<file path="config.mk">
export PLATFORM = sky130hd
export DESIGN_NAME = frecpx_vec
export DESIGN_NICKNAME = d
export VERILOG_FILES = /design/src/rtl/frx_pkg.sv /design/src/rtl/frx_lane.sv /design/src/rtl/frx_lane_mask.sv /design/src/rtl/frx_flag.sv /design/src/rtl/frecpx_vec.sv
export SDC_FILE = /design/constraint.sdc
export NUM_CORES = 1
export LEC_CHECK = 0
export BUFFER_PORTS_ARGS = -buffer_cell sky130_fd_sc_hd__buf_2
export CAP_MARGIN = 20
export CORE_UTILIZATION = 37
export DETAILED_ROUTE_END_ITERATION = 16
export PLACE_DENSITY = 0.73
export REMOVE_ABC_BUFFERS = 1
export SLEW_MARGIN = 20
export SYNTH_ARGS = -nofsm -noshare
export SYNTH_HDL_FRONTEND = slang
export SYNTH_SLANG_ARGS = --single-unit
</file>
<file path="constraint.sdc">
create_clock -name clk -period 3.32 [get_ports clk]
set_input_delay 0.83 -clock clk [delete_from_list [all_inputs] [get_ports clk]]
set_output_delay 0.83 -clock clk [all_outputs]
set_load 0.005 [all_outputs]
</file>
<file path="src/rtl/frx_pkg.sv">
// Shared constants for the reciprocal exponent unit.
// Assumes a vector width that is a multiple of 64 bits.
package frx_pkg;
    localparam int VEC_W    = 128;
    localparam int SP_EW    = 8;
    localparam int SP_FW    = 23;
    localparam int DP_EW    = 11;
    localparam int DP_FW    = 52;
    localparam int SP_W     = SP_EW + SP_FW + 1;
    localparam int DP_W     = DP_EW + DP_FW + 1;
    localparam int SP_LANES = VEC_W / SP_W;
    localparam int DP_LANES = VEC_W / DP_W;

    // Operating shape captured per request
    typedef struct packed {
        logic dbl;
        logic scalar;
        logic full;
        logic dnan;
    } frx_mode_t;
endpackage

</file>
<file path="src/rtl/frx_lane.sv">
// One reciprocal-exponent lane for a generic IEEE-754 format.
// Purely combinational; EW/FW select the exponent and fraction widths.
// Assumes FW >= 2 so that a quiet bit and payload both exist.
module frx_lane #(
    parameter int EW = 8,
    parameter int FW = 23
) (
    input  logic [EW+FW:0] op,
    input  logic           dnan_en,
    output logic [EW+FW:0] res,
    output logic           is_snan
);
    localparam int W = EW + FW + 1;
    localparam logic [W-1:0]  DEF_NAN  = {1'b0, {EW{1'b1}}, 1'b1, {(FW-1){1'b0}}};
    localparam logic [W-1:0]  QBIT     = W'(1) << (FW - 1);
    localparam logic [EW-1:0] ZERO_EXP = {{(EW-1){1'b1}}, 1'b0};

    logic          sgn;
    logic [EW-1:0] expo;
    logic [FW-1:0] frac;
    logic          is_nan;

    // Field split and NaN classification
    always_comb begin
        sgn     = op[W-1];
        expo    = op[W-2:FW];
        frac    = op[FW-1:0];
        is_nan  = (&expo) && (|frac);
        is_snan = is_nan && !frac[FW-1];
    end

    // Result selection: NaN handling or complemented exponent
    always_comb begin
        if (is_nan) begin
            res = dnan_en ? DEF_NAN : (op | QBIT);
        end else if (expo == '0) begin
            res = {sgn, ZERO_EXP, {FW{1'b0}}};
        end else begin
            res = {sgn, ~expo, {FW{1'b0}}};
        end
    end
endmodule

</file>
<file path="src/rtl/frx_lane_mask.sv">
// Decodes the operating shape into per-lane enables for both precisions.
// Assumes an even number of single lanes; half width uses the lower half.
module frx_lane_mask #(
    parameter int SPL = 4,
    parameter int DPL = 2
) (
    input  logic           dbl,
    input  logic           scalar,
    input  logic           full,
    output logic [SPL-1:0] sp_act,
    output logic [DPL-1:0] dp_act
);
    localparam int SP_HALF = SPL / 2;

    // Single-precision lane enables
    always_comb begin
        for (int i = 0; i < SPL; i++) begin
            if (scalar) sp_act[i] = !dbl && (i == 0);
            else        sp_act[i] = !dbl && (full || (i < SP_HALF));
        end
    end

    // Double-precision lane enables
    always_comb begin
        for (int i = 0; i < DPL; i++) begin
            dp_act[i] = dbl && (!scalar || (i == 0));
        end
    end
endmodule

</file>
<file path="src/rtl/frx_flag.sv">
// Sticky flag: set has priority over clear; synchronous active-low reset.
module frx_flag (
    input  logic clk,
    input  logic rst_n,
    input  logic set,
    input  logic clr,
    output logic flag
);
    // Hold, set or clear the sticky bit
    always_ff @(posedge clk) begin
        if (!rst_n)   flag <= 1'b0;
        else if (set) flag <= 1'b1;
        else if (clr) flag <= 1'b0;
    end
endmodule

</file>
<file path="src/rtl/frecpx_vec.sv">
// Vector reciprocal exponent unit. Splits a 128-bit register into single or
// double lanes, computes each lane, zeroes unused lanes and registers the
// result with one cycle of latency. Assumes inputs are stable at the edge.
module frecpx_vec
    import frx_pkg::*;
(
    input  logic             clk,
    input  logic             rst_n,
    input  logic             in_valid,
    input  logic [VEC_W-1:0] in_vec,
    input  logic             dbl_sel,
    input  logic             scalar_sel,
    input  logic             full_sel,
    input  logic             dnan_en,
    input  logic             inv_clr,
    output logic             out_valid,
    output logic [VEC_W-1:0] out_vec,
    output logic             inv_flag
);
    frx_mode_t            mode;
    logic [SP_LANES-1:0]  sp_act, sp_snan;
    logic [DP_LANES-1:0]  dp_act, dp_snan;
    logic [SP_W-1:0]      sp_res [SP_LANES];
    logic [DP_W-1:0]      dp_res [DP_LANES];
    logic [VEC_W-1:0]     sp_vec, dp_vec, nxt_vec;
    logic                 snan_hit;

    // Bundle the mode inputs
    always_comb begin
        mode = '{dbl: dbl_sel, scalar: scalar_sel, full: full_sel, dnan: dnan_en};
    end

    frx_lane_mask #(.SPL(SP_LANES), .DPL(DP_LANES)) u_mask (
        .dbl    (mode.dbl),
        .scalar (mode.scalar),
        .full   (mode.full),
        .sp_act (sp_act),
        .dp_act (dp_act)
    );

    for (genvar g = 0; g < SP_LANES; g++) begin : g_sp
        frx_lane #(.EW(SP_EW), .FW(SP_FW)) u_lane (
            .op      (in_vec[g*SP_W +: SP_W]),
            .dnan_en (mode.dnan),
            .res     (sp_res[g]),
            .is_snan (sp_snan[g])
        );
    end

    for (genvar g = 0; g < DP_LANES; g++) begin : g_dp
        frx_lane #(.EW(DP_EW), .FW(DP_FW)) u_lane (
            .op      (in_vec[g*DP_W +: DP_W]),
            .dnan_en (mode.dnan),
            .res     (dp_res[g]),
            .is_snan (dp_snan[g])
        );
    end

    // Assemble lane results, zeroing inactive lanes
    always_comb begin
        sp_vec = '0;
        dp_vec = '0;
        for (int i = 0; i < SP_LANES; i++)
            if (sp_act[i]) sp_vec[i*SP_W +: SP_W] = sp_res[i];
        for (int i = 0; i < DP_LANES; i++)
            if (dp_act[i]) dp_vec[i*DP_W +: DP_W] = dp_res[i];
        nxt_vec  = mode.dbl ? dp_vec : sp_vec;
        snan_hit = in_valid && ((|(sp_snan & sp_act)) || (|(dp_snan & dp_act)));
    end

    // Output register: load on valid, hold otherwise
    always_ff @(posedge clk) begin
        if (!rst_n) begin
            out_vec   <= '0;
            out_valid <= 1'b0;
        end else begin
            out_valid <= in_valid;
            if (in_valid) out_vec <= nxt_vec;
        end
    end

    frx_flag u_flag (
        .clk   (clk),
        .rst_n (rst_n),
        .set   (snan_hit),
        .clr   (inv_clr),
        .flag  (inv_flag)
    );
endmodule

</file>
# --- Yosys cells after proc, flatten, opt, wreduce, memory -nomap -nowiden ---
# Index checks and enable logic that the tools add are counted.
classes:
  muxes: 27
  n_shift: 0
  order_cmp: 0
  n_reduce_logical: 45
  mul: 0
  addsub: 0
  n_eq_ne: 0
  bitwise_logic: 8
  div_mod_pow: 0
op_table:
  columns: ["op", "n"]
  rows:
  - ["32-bit two-way mux", 11]
  - ["64-bit two-way mux", 5]
  - ["128-bit two-way mux", 1]
  - ["63-bit two-way mux", 2]
  - ["31-bit two-way mux", 4]
  - ["52-bit OR reduction", 2]
  - ["23-bit OR reduction", 4]
  - ["8-bit logical NOT", 4]
  - ["8-bit inverter", 4]
  - ["8-bit AND reduction", 4]
  - ["11-bit logical NOT", 2]
  - ["11-bit inverter", 2]
  - ["11-bit AND reduction", 2]
  - ["1-bit logical AND", 15]
  - ["1-bit logical NOT", 8]
  - ["4-bit bitwise AND", 1]
  - ["1-bit two-way mux", 4]
  - ["4-bit OR reduction", 1]
  - ["2-bit bitwise AND", 1]
  - ["2-bit nonzero test", 1]
  - ["2-bit OR reduction", 1]
  - ["1-bit logical OR", 1]
totals:
  wordCells: 83
  mem_count: 0
  reg_bits: 130
  output_inout_bits: 130
  mem_bits_ro: 0
  latch_bits: 0
  ram_bits: 0

# --- Depth between registers and ports, before layout ---
logic_depth:
  depth_word: 8
  ltp_mapped: 8
  mapped_depth_nobuf: 6

# --- Hierarchy ---
# A second synthesis with hierarchy kept.
unflattened:
  hier_cells: 1185
  area_unflattened_um2: 9668.0
modules_own_cells:
  columns: ["mod", "cells_each", "seq_area_each_um2", "n_inst", "area_per_inst_um2"]
  rows:
  - ["frecpx_vec", 748, 2582.5, 1, 6412.4]
  - ["frx_lane (g_dp[0].u_lane ...)", 112, 0.0, 2, 809.5]
  - ["frx_lane (g_sp[0].u_lane ...)", 51, 0.0, 4, 387.9]
  - ["frx_lane_mask", 6, 0.0, 1, 43.8]
  - ["frx_flag", 3, 20.0, 1, 41.3]

# --- Worst setup path after synthesis ---
# Ideal clock, no wire load.
synth_path:
  path_kind: "input to register"
  from: "input port in_vec[16]"
  to: "register out_vec[39]"
  arrival_ns: 2.276
  setup_ns: 0.117
  path_stages: 8
  slack_ns: 0.928
  required_time_ns: 3.203
  path_cell_list: "nor4_2 nand4_2 nor4_4 or3_1 buf_6 a21oi_4 buf_6 a22o_1"
synth_between:
  elab_chain_len: 4
synth_lines:
  columns: ["item", "line_no", "text"]
  rows:
  - ["start, declared", "frecpx_vec.sv:10", "input logic [VEC_W-1:0] in_vec,"]
  - ["52-bit OR reduction", "frx_lane.sv:28", "is_nan = (&expo) && (|frac);"]
  - ["1-bit logical AND", "frx_lane.sv:28", null]
  - ["64-bit two-way mux", "frx_lane.sv:34", "if (is_nan) begin"]
  - ["128-bit two-way mux", "frecpx_vec.sv:67", "nxt_vec = mode.dbl ? dp_vec : sp_vec;"]
  - ["end signal, assigned", "frecpx_vec.sv:78", "if (in_valid) out_vec <= nxt_vec;"]
  - ["end, declared", "frecpx_vec.sv:17", "output logic [VEC_W-1:0] out_vec,"]
# No other way between the ends.
# A chain may end at the register's enable or synchronous reset.

# --- Worst setup path after layout ---
layout_path:
  from: "input port in_vec[80]"
  to: "register out_vec[110]"
layout_between:
  elab_chain_len: 5
layout_lines:
  columns: ["item", "line_no", "text"]
  rows:
  - ["52-bit OR reduction", "frx_lane.sv:28", null]
  - ["1-bit logical AND", "frx_lane.sv:28", null]
  - ["64-bit two-way mux", "frx_lane.sv:34", null]
  - ["64-bit two-way mux", "frecpx_vec.sv:66", "if (dp_act[i]) dp_vec[i*DP_W +: DP_W] = dp_res[i];"]
  - ["128-bit two-way mux", "frecpx_vec.sv:67", null]
# No other way between the ends.

==> summary.txt <==
Run status
  – Status: finished, final reports clean

Job
  – Max_cap viols: 0

Critical path
  – Crit-path slowest cell: nor4_2
  – CP Data Required Time: 3.62 ns
  – Worst Reg-to-Reg Cells: 4
  – Crit-path max cell delay: slightly below 0.5 ns
  – RR Endpoint: u_flag.flag
  – Launch point of the worst path: in_vec[80]
  – Setup crit end kind: register
  – Nature of the critical path startpoint: input port
  – Crit Path Category: input port to register
  – Critical-path maximum fanout: 19
  – Crit path cell chain: buf_2 -> nor4_1 -> nand4_1 -> nor4_2 -> a211o_2 -> buf_4 -> a21oi_4 -> a22o_1
  – R2R Setup Slk: about 2.3 ns
  – Arr. time, crit path: 2.89 ns
  – Worst r2r src: u_flag.flag

Power and ir drop
  – PD cells: about 530 nW/um^2
  – Total power: around 3.8 mW
  – Worst vdd ir: around 0.29 mV
  – Leak: about 3.3 nW

STA
  – Setup TNS Final: 0 ns
  – Slew HR: 0.309
  – Final critical-path required period: around 2.6 ns
  – Final Skew: 0 ns
  – Worst Tran Pin Value: ~1.0 ns
  – Max Slew Vio Count: 0
  – Final setup viols: 0
  – Max frequency: about 0.38 GHz
  – RSZ-0062 raised after global routing: false
  – Final Hold Fails: 0
  – Crit share post-route: 0.783

Placement
  – Inst Count DP: roughly 920
  – Dpl hpwl: approximately 12,000 microns
  – I/O Buffers: approximately 270
  – Placer Congestion: between 0.8 and 0.9

GRT
  – Vias in the first global route: 4,817
  – GRT Total Usage: 0.223
  – Initial antenna violation count: 1
  – Gr ovfl total: 0
  – First-pass GRT wire length: between 20,000 and 25,000 microns
  – Largest net degree at the start of global routing: 61

Floorplan
  – Die X: approximately 120 microns
  – Die height: roughly 120 microns
  – Starting Density: 0.381
  – Row count: 42
  – Die area: ~14,000 sq um
  – Core area: roughly 13,000 sq um
  – IO Pins: 266

Finish
  – Nets: about 900
  – Share of cells above drive strength 1: 0.426
  – Most frequent cells in the layout: 265 x buf_2, 130 x dfxtp_1, 82 x a22o_1, 38 x o21ai_0, 31 x nor2_1
  – Area grow syn2layout: 40.9%
  – Fin cells: about 960
  – Commonest non-fill, non-tap cell in the layout: buf_2

Logic synthesis
  – Cell variety after synth: 48
  – Mapped Avg Cell Area: a little over 10 sq um
  – YS warnings: 0
  – Post-Synthesis Cells: roughly 500
  – Sequential area share after synthesis: 0.512
  – Synthesized flop and latch total: 130
  – Mapped cell area: slightly above 5000 sq um

Hold path
  – Worst Hold End: out_vec[95]
  – Hold path depth: 2
  – HP Start: out_vec[95]
  – Worst Hold Class: register to register

Detailed routing
  – 1st-iter DRT viols: 230
  – Via/cell ratio: between 5 and 6
  – Antenna viol nets, final: 0
  – Final Routed Wirelength: 16,100 microns
  – Vias: around 5,100
  – Routed WL per cell: 16.8 microns
  – Router iterations before antenna repair: 4
  – DR DRC count: 0

CTS
  – Clock slew at reported path FFs: around 0.06 ns
  – Post-CTS Resized: 0
  – Post-CTS Setup Inserts: 0
  – TritonCTS Sinks: between 100 and 150
  – Cts hold-fix bufs: 0
  – Root Buffer: clkbuf_16
  – Max Buffers Root-to-Sink: 2
  – TritonCTS clock tree: done
  – Total CTS buffers: 17
  – Htree depth: 4
  – Worst-Skew Late Latency: around 0.40 ns
[state kept, by name, summed over array words and instances (netlist names)]
| signal | flops |
|---|---|
| out_valid | 1 |
| out_vec | 128 |
| u_flag.flag | 1 |
[power breakdown]
part	leakage [nW]	internal, mW	switching [mW]
clock network	0.285	1.18	0.683
registers	1.06	1.60	0.0170
logic	2.01	0.134	0.177
total	3.35	2.91	0.877
[worst max path at each step]
| stage | endpoint | slack (ns) | cells after the start |
|---|---|---|---|
| finish | out_vec[110] | 0.72 | 8 |
| global route | out_vec[113] | 0.56 | 8 |
| CTS | out_vec[110] | 0.72 | 8 |
| detailed placement | out_vec[109] | 0.28 | 8 |
| global placement | out_vec[114] | 0.29 | 8 |
| floorplan | out_vec[0] | -0.81 | 2 |
[worst max-delay path: cells and delay by family]
kind | cells | cell delay, ns
compound gates | 3 | 0.64
buf+inv | 2 | 0.32
simple gates | 3 | 1.10
[synthesized netlist by cell type (all sizes together)]
library cell | number | share of area
a32o | 1 | 0.0020
o221a | 9 | 0.020
a221oi | 1 | 0.0030
nor3b | 1 | 0.0015
a311o | 1 | 0.0020
a21boi | 1 | 0.0015
a31oi | 8 | 0.0098
nand3 | 1 | 0.00098
o31a | 1 | 0.0017
a22o | 82 | 0.14
a211o | 1 | 0.0020
o211ai | 4 | 0.0059
o211a | 1 | 0.0020
or2 | 2 | 0.0025
nor2b | 3 | 0.0037
a21o | 1 | 0.0015
o22ai | 2 | 0.0025
buf | 11 | 0.020
dfxtp | 130 | 0.51
o22a | 1 | 0.0017
and3 | 4 | 0.0049
a21oi | 23 | 0.029
clkbuf | 22 | 0.016
a211oi | 17 | 0.026
o21a | 2 | 0.0030
a22oi | 2 | 0.0030
nor4 | 29 | 0.044
and2 | 4 | 0.0049
nor3 | 10 | 0.0098
o21ai | 38 | 0.037
nand4 | 15 | 0.020
o221ai | 7 | 0.012
nand2 | 21 | 0.015
nand3b | 2 | 0.0030
nor2 | 31 | 0.023
or3 | 1 | 0.0012
o2bb2ai | 1 | 0.0017
nand2b | 4 | 0.0049
inv | 7 | 0.0052
[stage by stage]
stage           util  area (sq um)  setup slack [ns]  hold slack, ns
2_1_floorplan      -          4900            -0.812           0.449
3_3_place_gp   0.492          6570             0.290           0.433
3_5_place_dp   0.492          6570             0.282           0.444
4_1_cts        0.537          7160             0.718           0.458
5_1_grt        0.537          7160             0.562           0.478
6_report       0.537          7170             0.720           0.455
[final cells by class]
type | count | area, sq um
timing repair buffer | 278 | 1440
fill | 1282 | 6180
inverter | 7 | 26.3
clock inverter | 12 | 159
clock buffer | 20 | 437
antenna | 1 | 2.50
multi-input combinational | 332 | 2280
sequential | 130 | 2600
tap | 176 | 220
[cell families after synthesis]
family          synth area share
compound gates             0.308
buf+inv                   0.0411
simple gates               0.139
flops                      0.512
[metal layers]
metal  GRT usage  share of wire  vias up
li1            -              -     2505
met1       0.280           0.45     2385
met2       0.367           0.47      200
met3      0.0627          0.064       19
met4      0.0712          0.015        0
met5           0              0        -
Note: power is estimated with default switching activity, not from simulation.
